File: src/rtl/irCapturePkg.sv
package irCapturePkg;

  typedef struct packed {
    logic startMark;
    logic countMark;
    logic countSym;
    logic closeNormal;
    logic closeTimeout;
  } ctlStb_t;

  typedef enum logic [1:0] {ST_IDLE, ST_MARK, ST_SPACE} capState_t;

  localparam logic [3:0] ADDR_RXEN    = 4'd0;
  localparam logic [3:0] ADDR_POL     = 4'd1;
  localparam logic [3:0] ADDR_DIV     = 4'd2;
  localparam logic [3:0] ADDR_MAXSYM  = 4'd3;
  localparam logic [3:0] ADDR_INTEN   = 4'd4;
  localparam logic [3:0] ADDR_INTSTAT = 4'd5;
  localparam logic [3:0] ADDR_INTCLR  = 4'd6;
  localparam logic [3:0] ADDR_STATUS  = 4'd7;
  localparam logic [3:0] ADDR_MARK    = 4'd8;
  localparam logic [3:0] ADDR_SYM     = 4'd9;

  localparam int INT_DATA    = 0;
  localparam int INT_TIMEOUT = 1;
  localparam int INT_OVERRUN = 2;
  localparam int INT_FULL    = 3;

endpackage

File: src/rtl/irRxCtrl.sv
module irRxCtrl
  import irCapturePkg::*;
#(
  parameter int CW = 16
) (
  input  logic          clk,
  input  logic          rstN,
  input  logic          irIn,
  input  logic          rxEn,
  input  logic          polInv,
  input  logic [CW-1:0] divisor,
  input  logic          symAtLimit,
  output ctlStb_t       stb
);

  logic [1:0]    syncQ;
  logic [CW-1:0] divCnt;
  logic [CW-1:0] divEff;
  logic          tick;
  logic          lvl;
  logic          prevLvl;
  capState_t     state, nextState;

  always_ff @(posedge clk) begin
    if (!rstN) syncQ <= '0;
    else       syncQ <= {syncQ[0], irIn};
  end

  assign divEff = (divisor == '0) ? CW'(1) : divisor;
  assign tick   = (divCnt >= divEff - CW'(1));

  always_ff @(posedge clk) begin
    if (!rstN)     divCnt <= '0;
    else if (tick) divCnt <= '0;
    else           divCnt <= divCnt + CW'(1);
  end

  assign lvl = syncQ[1] ^ polInv;

  always_ff @(posedge clk) begin
    if (!rstN)     prevLvl <= 1'b0;
    else if (tick) prevLvl <= lvl;
  end

  always_comb begin
    stb       = '0;
    nextState = state;
    if (!rxEn) begin
      nextState = ST_IDLE;
    end else if (tick) begin
      case (state)
        ST_IDLE: begin
          if (lvl && !prevLvl) begin
            stb.startMark = 1'b1;
            nextState     = ST_MARK;
          end
        end
        ST_MARK: begin
          stb.countSym = 1'b1;
          if (lvl) stb.countMark = 1'b1;
          else     nextState     = ST_SPACE;
        end
        ST_SPACE: begin
          if (lvl) begin
            stb.closeNormal = 1'b1;
            stb.startMark   = 1'b1;
            nextState       = ST_MARK;
          end else if (symAtLimit) begin
            stb.closeTimeout = 1'b1;
            nextState        = ST_IDLE;
          end else begin
            stb.countSym = 1'b1;
          end
        end
        default: nextState = ST_IDLE;
      endcase
    end
  end

  always_ff @(posedge clk) begin
    if (!rstN) state <= ST_IDLE;
    else       state <= nextState;
  end

endmodule

File: src/rtl/irRxDatapath.sv
module irRxDatapath
  import irCapturePkg::*;
#(
  parameter int          DEPTH      = 8,
  parameter int          CW         = 16,
  parameter logic [15:0] RST_DIV    = 16'd1,
  parameter logic [15:0] RST_MAXSYM = 16'hFFFF,
  localparam int         PW         = (DEPTH > 1) ? $clog2(DEPTH) : 1,
  localparam int         NW         = $clog2(DEPTH + 1)
) (
  input  logic          clk,
  input  logic          rstN,
  input  ctlStb_t       stb,
  input  logic          regWrEn,
  input  logic          regRdEn,
  input  logic [3:0]    regAddr,
  input  logic [CW-1:0] regWrData,
  output logic [CW-1:0] regRdData,
  output logic          rxEn,
  output logic          polInv,
  output logic [CW-1:0] divisor,
  output logic          symAtLimit,
  output logic [NW-1:0] fifoCount,
  output logic [3:0]    intStat,
  output logic          irq
);

  localparam logic [CW-1:0] SAT_MAX  = {CW{1'b1}} - CW'(1);
  localparam logic [CW-1:0] TO_CODE  = {CW{1'b1}};
  localparam logic [NW-1:0] FULL_CNT = NW'(DEPTH);

  function automatic logic [CW-1:0] satInc(input logic [CW-1:0] v);
    return (v >= SAT_MAX) ? SAT_MAX : v + CW'(1);
  endfunction

  function automatic logic [PW-1:0] ptrInc(input logic [PW-1:0] p);
    return (p == PW'(DEPTH - 1)) ? '0 : p + PW'(1);
  endfunction

  logic [CW-1:0] markCnt, symCnt;
  logic [CW-1:0] maxSym;
  logic [3:0]    intEn;
  logic [CW-1:0] markMem [DEPTH];
  logic [CW-1:0] symMem  [DEPTH];
  logic [PW-1:0] wrPtr, rdPtr;
  logic          pushReq, fifoFull, accept, popReq;
  logic [CW-1:0] pushSym;
  logic [3:0]    setBits, clrBits;

  // measurement counters
  always_ff @(posedge clk) begin
    if (!rstN) begin
      markCnt <= '0;
      symCnt  <= '0;
    end else if (stb.startMark) begin
      markCnt <= CW'(1);
      symCnt  <= CW'(1);
    end else begin
      if (stb.countMark) markCnt <= satInc(markCnt);
      if (stb.countSym)  symCnt  <= satInc(symCnt);
    end
  end

  assign symAtLimit = (satInc(symCnt) >= maxSym);

  // sample FIFO
  assign pushReq  = stb.closeNormal | stb.closeTimeout;
  assign pushSym  = stb.closeTimeout ? TO_CODE : symCnt;
  assign fifoFull = (fifoCount == FULL_CNT);
  assign accept   = pushReq && !fifoFull;
  assign popReq   = regRdEn && (regAddr == ADDR_SYM) && (fifoCount != '0);

  always_ff @(posedge clk) begin
    if (accept) begin
      markMem[wrPtr] <= markCnt;
      symMem[wrPtr]  <= pushSym;
    end
  end

  always_ff @(posedge clk) begin
    if (!rstN) begin
      wrPtr     <= '0;
      rdPtr     <= '0;
      fifoCount <= '0;
    end else begin
      if (accept) wrPtr <= ptrInc(wrPtr);
      if (popReq) rdPtr <= ptrInc(rdPtr);
      fifoCount <= fifoCount + NW'(accept) - NW'(popReq);
    end
  end

  // configuration registers
  always_ff @(posedge clk) begin
    if (!rstN) begin
      rxEn    <= 1'b0;
      polInv  <= 1'b0;
      divisor <= CW'(RST_DIV);
      maxSym  <= CW'(RST_MAXSYM);
      intEn   <= '0;
    end else if (regWrEn) begin
      case (regAddr)
        ADDR_RXEN:   rxEn    <= regWrData[0];
        ADDR_POL:    polInv  <= regWrData[0];
        ADDR_DIV:    divisor <= regWrData;
        ADDR_MAXSYM: maxSym  <= regWrData;
        ADDR_INTEN:  intEn   <= regWrData[3:0];
        default: ;
      endcase
    end
  end

  // sticky interrupt status
  always_comb begin
    setBits              = '0;
    setBits[INT_DATA]    = accept;
    setBits[INT_TIMEOUT] = stb.closeTimeout;
    setBits[INT_OVERRUN] = pushReq && fifoFull;
    setBits[INT_FULL]    = accept && !popReq && (fifoCount == FULL_CNT - NW'(1));
    clrBits = (regWrEn && regAddr == ADDR_INTCLR) ? regWrData[3:0] : 4'h0;
  end

  always_ff @(posedge clk) begin
    if (!rstN) intStat <= '0;
    else       intStat <= (intStat & ~clrBits) | setBits;
  end

  assign irq = |(intStat & intEn);

  // read mux
  always_comb begin
    regRdData = '0;
    case (regAddr)
      ADDR_RXEN:    regRdData[0] = rxEn;
      ADDR_POL:     regRdData[0] = polInv;
      ADDR_DIV:     regRdData = divisor;
      ADDR_MAXSYM:  regRdData = maxSym;
      ADDR_INTEN:   regRdData[3:0] = intEn;
      ADDR_INTSTAT: regRdData[3:0] = intStat;
      ADDR_STATUS: begin
        regRdData[NW+7:8] = fifoCount;
        regRdData[2]      = intStat[INT_OVERRUN];
      end
      ADDR_MARK:    regRdData = (fifoCount != '0) ? markMem[rdPtr] : '0;
      ADDR_SYM:     regRdData = (fifoCount != '0) ? symMem[rdPtr] : '0;
      default: ;
    endcase
  end

endmodule

File: src/rtl/irCaptureRx.sv
module irCaptureRx
  import irCapturePkg::*;
#(
  parameter int          DEPTH      = 8,
  parameter int          CW         = 16,
  parameter logic [15:0] RST_DIV    = 16'd1,
  parameter logic [15:0] RST_MAXSYM = 16'hFFFF,
  localparam int         NW         = $clog2(DEPTH + 1)
) (
  input  logic          clk,
  input  logic          rstN,
  input  logic          irIn,
  input  logic          regWrEn,
  input  logic          regRdEn,
  input  logic [3:0]    regAddr,
  input  logic [CW-1:0] regWrData,
  output logic [CW-1:0] regRdData,
  output logic          irq
);

  ctlStb_t       stb;
  logic          rxEn, polInv, symAtLimit;
  logic [CW-1:0] divisor;
  logic [NW-1:0] fifoCount;
  logic [3:0]    intStat;

  irRxCtrl #(.CW(CW)) ctrl (
    .clk(clk), .rstN(rstN), .irIn(irIn), .rxEn(rxEn), .polInv(polInv),
    .divisor(divisor), .symAtLimit(symAtLimit), .stb(stb)
  );

  irRxDatapath #(
    .DEPTH(DEPTH), .CW(CW), .RST_DIV(RST_DIV), .RST_MAXSYM(RST_MAXSYM)
  ) dp (
    .clk(clk), .rstN(rstN), .stb(stb), .regWrEn(regWrEn), .regRdEn(regRdEn),
    .regAddr(regAddr), .regWrData(regWrData), .regRdData(regRdData),
    .rxEn(rxEn), .polInv(polInv), .divisor(divisor), .symAtLimit(symAtLimit),
    .fifoCount(fifoCount), .intStat(intStat), .irq(irq)
  );

endmodule

File: config.mk
export PLATFORM = sky130hd
export DESIGN_NAME = irCaptureRx
export DESIGN_NICKNAME = d
export VERILOG_FILES = /design/src/rtl/irCapturePkg.sv /design/src/rtl/irRxCtrl.sv /design/src/rtl/irRxDatapath.sv /design/src/rtl/irCaptureRx.sv
export SDC_FILE = /design/constraint.sdc
export NUM_CORES = 1
export LEC_CHECK = 0
export BUFFER_PORTS_ARGS = -buffer_cell sky130_fd_sc_hd__clkbuf_2
export CORE_MARGIN = 1.5
export CORE_UTILIZATION = 40
export CTS_CLUSTER_SIZE = 20
export DETAILED_ROUTE_END_ITERATION = 12
export SETUP_SLACK_MARGIN = 0.02
export SYNTH_ARGS = -nofsm -noshare
export SYNTH_HDL_FRONTEND = slang
export SYNTH_SLANG_ARGS = --single-unit
File: constraint.sdc
create_clock -name clk -period 8.1 [get_ports clk]
set_clock_uncertainty 0.05 [all_clocks]
set_input_delay 1.62 -clock clk [delete_from_list [all_inputs] [get_ports clk]]
set_output_delay 1.62 -clock clk [all_outputs]
set_load 0.03 [all_outputs]
## After elaboration in Yosys (flattened, before gate mapping)

Memories as Yosys holds them, arrays and structs flattened. A register that Yosys moved wholly into a read port is not among the register bits.
Cells that the tools add are included.

- Bitwise operators: 7
- Multiplexer cells: 43
- Order comparisons: 4
- Equal/unequal tests: 18
- Add/subtract/negate cells: 8
- Reduce and logical (&&, ||, !) cells: 28

Operators by type and width:

| operator | count |
|---|---|
| $mux W16 | 6 |
| $add A16 B1 Y16 const B | 3 |
| $ge A16 B16 Y1 | 2 |
| $ge A16 B16 Y1 const B | 2 |
| $pmux W4 S4 | 2 |
| $eq A4 B3 Y1 const B | 5 |
| $pmux W4 S5 | 1 |
| $mux W3 | 6 |
| $pmux W1 S6 | 3 |
| $logic_not A16 Y1 | 1 |
| $sub A16 B1 Y16 const B | 1 |
| $mux W1 | 13 |
| $eq A4 B4 Y1 const B | 3 |
| $reduce_and A2 Y1 | 6 |
| $mux W2 | 5 |
| $mux W5 | 2 |
| $and A4 B4 Y4 | 2 |
| $eq A4 B2 Y1 const B | 2 |
| $logic_and A1 B1 Y1 | 8 |
| $pmux W1 S8 | 1 |
| $add A3 B1 Y3 const B | 2 |
| $eq A3 B3 Y1 const B | 2 |
| $pmux W2 S3 | 1 |
| $reduce_or A2 Y1 | 3 |
| 22 further kinds | 26 |

- RAM bits: 256
- Memories kept: 2
- Register bits: 105
- Input bits: 25
- Logic and storage cells: 127
- Output and inout bits: 17

Memories:

| memory | depth | bits a word | read ports | clocked after memory_dff | write ports | line | RTL |
|---|---|---|---|---|---|---|---|
| dp.markMem | 8 | 16 | 1 | 1 | 1 | irRxDatapath.sv:43 | `logic [CW-1:0] markMem [DEPTH];` |
| dp.symMem | 8 | 16 | 1 | 1 | 1 | irRxDatapath.sv:44 | `logic [CW-1:0] symMem [DEPTH];` |

## Depth between registers and ports, before layout

- Depth in word-level cells: 13
- Mapped depth: 21
- Mapped depth without buffers: 21

## Cells and area by module

From an unflattened synthesis, not the netlist that was laid out.

- Cell total of the unflattened synthesis: 1214
- Area total of the unflattened synthesis: 16363.2 um2

By module, submodules not included:

| module | instances | seq. area each (um2) | area an instance (um2) | cells an instance |
|---|---|---|---|---|
| irRxDatapath | 1 | 9429.0 | 14685.3 | 1018 |
| irRxCtrl | 1 | 420.4 | 1677.9 | 196 |

## Least setup slack after synthesis

No wires, ideal clock.

- Path kind: flip-flop to flip-flop
- Start point: register dp.divisor[2]
- End point: memory dp.markMem[2][0], enable pin
- Cell stages (with the launch flop): 17
- Slack: 0.973 ns
- Buffers on the path: 0
- Arrival time: 6.564 ns
- Period minus slack after synthesis: 7.127 ns
- Required time: 7.537 ns
- Library setup time: 0.513 ns
- Cell sequence: dfxtp_1 or3_1 or3_1 nor4_2 a21o_1 inv_1 ha_1 nand3b_1 nor3_1 xnor2_1 ha_1 nand2_1 o21ai_0 a21oi_1 o22ai_1 nand3b_1 nor4b_1

- Longest elaborated chain between the ends: 10

Ends and longest elaborated chain:

| item | line | RTL |
|---|---|---|
| from (decl) | irRxDatapath.sv:21 | `output logic [CW-1:0] divisor,` |
| from (signal assigned) | irRxDatapath.sv:97 | `divisor <= CW'(RST_DIV);` |
| from (signal assigned) | irRxDatapath.sv:104 | `ADDR_DIV: divisor <= regWrData;` |
| $logic_not A16 Y1 | irRxCtrl.sv:29 | `assign divEff = (divisor == '0) ? CW'(1) : divisor;` |
| $mux W16 (*) | irRxCtrl.sv:29 |  |
| $sub A16 B1 Y16 (*) | irRxCtrl.sv:30 | `assign tick = (divCnt >= divEff - CW'(1));` |
| $ge A16 B16 Y1 (*) | irRxCtrl.sv:30 |  |
| $mux W5 (*) | irRxCtrl.sv:50 | `end else if (tick) begin` |
| $mux W5 (*) | irRxCtrl.sv:48 | `if (!rxEn) begin` |
| $or A1 B1 Y1 (*) | irRxDatapath.sv:67 | `assign pushReq = stb.closeNormal \| stb.closeTimeout;` |
| $logic_and A1 B1 Y1 (*) | irRxDatapath.sv:70 | `assign accept = pushReq && !fifoFull;` |
| $mux W1 (*) | irRxDatapath.sv:74 | `if (accept) begin` |
| $mux W1 (not written as such) (*) | irRxDatapath.sv:75 | `markMem[wrPtr] <= markCnt;` |
| to (decl) | irRxDatapath.sv:43 |  |

Every way passes the cells marked *; elsewhere a longest branch is shown, timed or not.

## Worst setup path in the final report

- Start point: register dp.divisor[9]
- End point: memory dp.symMem[7][10], enable pin

- Longest elaborated chain between the ends: 10

Ends and longest elaborated chain:

| item | line | RTL |
|---|---|---|
| $logic_not A16 Y1 | irRxCtrl.sv:29 |  |
| $mux W16 (*) | irRxCtrl.sv:29 |  |
| $sub A16 B1 Y16 (*) | irRxCtrl.sv:30 |  |
| $ge A16 B16 Y1 (*) | irRxCtrl.sv:30 |  |
| $mux W5 (*) | irRxCtrl.sv:50 |  |
| $mux W5 (*) | irRxCtrl.sv:48 |  |
| $or A1 B1 Y1 (*) | irRxDatapath.sv:67 |  |
| $logic_and A1 B1 Y1 (*) | irRxDatapath.sv:70 |  |
| via dp.accept | irRxDatapath.sv:46 | `logic pushReq, fifoFull, accept, popReq;` |
| $mux W1 (*) | irRxDatapath.sv:74 |  |
| $mux W1 (not written as such) (*) | irRxDatapath.sv:76 | `symMem[wrPtr] <= pushSym;` |
| to (decl) | irRxDatapath.sv:44 |  |

Mark *: on every way through the listed nets, which the timed path passes. The rest lies on a longest branch.

==> metrics.yaml <==
status: "finished, final reports clean"
cp-start-kind: "flop"
drive_gt1_frac: 0.161
clkTransAtPathRegs_ns: 0.06
synth_area_leader_cell: "edfxtp_1"
fmax_ghz: 0.175
synth_enable_flop_cells: 256
hold_class: "flop to flop"
synthMuxAreaShare: 0.117
hold_viol: 0
synthXorXnorAreaFrac: 0.0226
via_per_inst: 5.50
ys_types: 66
dieArea_sq_mm: 0.0420
critPathKind: "flop to flop"
numPortBuffers: 41
gr-total-overflow: 0
ys_top_cells_by_area: "edfxtp_1, dfxtp_1, mux4_2"
ctsResizeCount: 0
drv_slew: 0
period_needed_ns: 5.73
insertion_delay_ns: 0.54
vias: 9888
ys_async_sr_fraction: 0
synth_top_family_by_area: "multiplexers"
synth-simple-area-share: 0.103
initial_core_util: 0.407
regArea_sq_mm: 0.00986
hpwlAfterDp_mm: 24.1
yosysWarningCount: 0
fillers: 3510
critPathMaxStageDelay_ns: 0.88
antenna_cells: 0
fp-row-count: 73
clkSinkCount: 364
maxCapViolations: 0
antenna_found_initial: 0
routedWlPerCell_um: 20.7
grt_max_degree: 64
cp_max_fo: 32
design_area_sq_mm: 0.0183
detail-route-antenna-nets: 0
ys_ff_latch: 364
grt.total_usage: 0.181
avgSynthCellArea_sq_um: 13.5
die_h_um: 205
tns_ns: 0
nets: 1324
critical_path_arrival_ns: 5.83
crit_path_cell_trace: "or4_1, nor4_1, a21o_1, inv_1, ha_1, nand3b_1, nor3_1, xnor2_1, ha_1, nand2_1, o21ai_0, a21oi_1, o22ai_1, nand3b_1, inv_2, nand2_1, nor2_4"
finalCritPeriodShare: 0.707
syn_inst: 1203
synth_compound_area_frac: 0.0831
leakage_nw: 6.88
yosys.area.top_type_share: 0.472
worst_slack_ns: 2.37
drt_iter0_markers: 684
end_kind: "flop"
critical_path_buf_inv_count: 2
cp_slowest_cell: "nor2_4"
fp.dieW_um: 205
vdd.ir_drop.worst_mv: 0.108
finalSetupViolations: 0
worst_pin_slew_ns: 1.15
grt_pass1_wl_mm: 58.2
max-slew-margin-rel: 0.230
numCtsBuffers: 39
syn2layout_area_growth_pct: 12.5
syn_nets: 1283
multi_input_area_sq_mm: 0.00606
power_density_mw_per_mm2: 208
postCtsSetupBuffers: 0
dpl_worst_slack_ns: 2.33
globalplace.congestion: 0.868
cp_top_family: "simple AND/OR/NAND/NOR gates"
cts.hold.buffers_added: 0
htreeDepth: 2
drc: 0
cts_buffer_depth: 3
synth_flop_cell: "edfxtp_1"
io_pins: 42
grt_setup_unrepaired: "false"
drtPass1Iterations: 6
core_area_sq_mm: 0.0400
grt_pass1_vias: 9705
synthAdderAreaFrac: 0.0427
required_ns: 8.20
cts.root.buffer_cell: "clkbuf_16"
tritoncts: "done"
dpl_cell_area_sq_mm: 0.0171
synth.cell_area_sq_mm: 0.0163
yosysSeqAreaShare: 0.604
wirelength_mm: 37.2
==> worst reg2reg max path: cells and delay by family (launching register included) <==
family / cells / cell delay, ns
buffers and inverters: 2 / 0.32
XOR/XNOR: 1 / 0.13
AO/OA/AOI/OAI: 4 / 1.09
flip-flops: 1 / 0.37
AND/OR/NAND/NOR: 8 / 2.82
adder cells (fa/ha/maj): 2 / 0.52
==> flip-flops by register name (all words and copies together) (netlist names), named ones only <==
signal / flops
ctrl.divCnt: 16
ctrl.prevLvl: 1
ctrl.state: 2
ctrl.syncQ: 2
dp.divisor: 16
dp.fifoCount: 4
dp.intEn: 4
dp.intStat: 4
dp.markCnt: 16
dp.markMem: 128
dp.maxSym: 16
dp.polInv: 1
dp.rdPtr: 3
dp.rxEn: 1
dp.symCnt: 16
dp.symMem: 128
dp.wrPtr: 3
==> layer usage <==
metal	GRT usage	vias to the layer above	wire [um]
li1	-	4669	-
met1	0.266	4921	17400
met2	0.278	249	17000
met3	0.0302	49	2120
met4	0.0487	0	803
met5	0	-	0
==> synthesized netlist by cell type (8+ instances only) <==
cell type  instances
a311oi_1          11
mux4_2            64
edfxtp_1         256
nand2_1          130
xnor2_1           20
mux2i_1           47
o21ai_0           15
a211oi_1           9
and3_1            13
nand4_1           13
clkbuf_1          24
ha_1              54
a21oi_1           27
and2_1             8
inv_1             49
nand3_1           25
a21boi_0          20
a311oi_2           9
o211ai_1          22
buf_2             22
nor2_1            73
a222oi_1           9
dfxtp_1          108
nor3_1            13
xor2_1            22
o22ai_1           18
nand2b_1          16
nor2b_1           16
==> cells in the final DEF (no fill, tap or decap), types with 11 or more instances in the layout <==
master | Yosys | final
xnor2_1 | 20 | 20
inv_1 | 49 | 49
o211ai_1 | 22 | 22
nor3_1 | 13 | 11
nor2b_1 | 16 | 16
a311oi_1 | 11 | 11
buf_4 | 1 | 15
nand2b_1 | 16 | 16
o22ai_1 | 18 | 18
mux2i_1 | 47 | 47
xor2_1 | 22 | 22
nor2_1 | 73 | 72
clkbuf_16 | 0 | 39
dfxtp_1 | 108 | 105
clkbuf_1 | 24 | 13
o21ai_0 | 15 | 15
a21boi_0 | 20 | 20
clkbuf_2 | 0 | 41
nand2_1 | 130 | 130
a21oi_1 | 27 | 27
nand4_1 | 13 | 13
mux4_2 | 64 | 64
ha_1 | 54 | 54
and3_1 | 13 | 13
edfxtp_1 | 256 | 256
nand3_1 | 25 | 25
==> kinds of logic (layout without fill, tap and decap cells) <==
| family | Yosys count | count (layout) |
|---|---|---|
| AND/OR/NAND/NOR | 346 | 346 |
| buffers and inverters | 106 | 177 |
| flip-flops | 364 | 364 |
| multiplexers | 111 | 111 |
| XOR/XNOR | 42 | 42 |
| AO/OA/AOI/OAI | 179 | 179 |
| adder cells (fa/ha/maj) | 55 | 55 |
==> cell type report <==
| type | instances | share of cell area |
|---|---|---|
| Clock inverter | 14 | 0.00921 |
| Sequential cell | 364 | 0.537 |
| Multi-Input combinational cell | 733 | 0.331 |
| Timing Repair Buffer | 56 | 0.0173 |
| Tap cell | 525 | 0.0358 |
| Clock buffer | 57 | 0.0593 |
| Inverter | 50 | 0.0102 |
==> where the power goes <==
| part | switching [W] | internal (W) | total, W |
|---|---|---|---|
| Combinational | 0.0000535 | 0.0000269 | 0.0000804 |
| Clock | 0.000718 | 0.00103 | 0.00175 |
| Sequential | 0.00000568 | 0.00197 | 0.00198 |
| Total | 0.000777 | 0.00303 | 0.00381 |
==> worst paths after layout <==
kind	start	to	slack, ns	depth (start not counted)
worst min register to register	ctrl.syncQ[0]$_SDFF_PN0_	ctrl.syncQ[1]$_SDFF_PN0_	0.39	1
worst min-delay path	ctrl.syncQ[0]$_SDFF_PN0_	ctrl.syncQ[1]$_SDFF_PN0_	0.39	1
worst max-delay path	dp.divisor[9]$_SDFFE_PN0P_	dp.symMem[7][10]$_DFFE_PP_	2.37	17
worst max register to register	dp.divisor[9]$_SDFFE_PN0P_	dp.symMem[7][10]$_DFFE_PP_	2.37	17
==> stage by stage <==
| step | cells | power (W) | hold WS, ns | util |
|---|---|---|---|---|
| after floorplan | 1203 | 0.00207 | 0.362 | - |
| after global placement | 1728 | 0.00210 | 0.372 | 0.427 |
| after detailed placement | 1728 | 0.00210 | 0.379 | 0.427 |
| after CTS | 1799 | 0.00385 | 0.391 | 0.458 |
| after global routing | 1799 | 0.00393 | 0.408 | 0.458 |
| final | 1799 | 0.00381 | 0.385 | 0.458 |
Note: power is estimated with default switching activity, not from simulation.
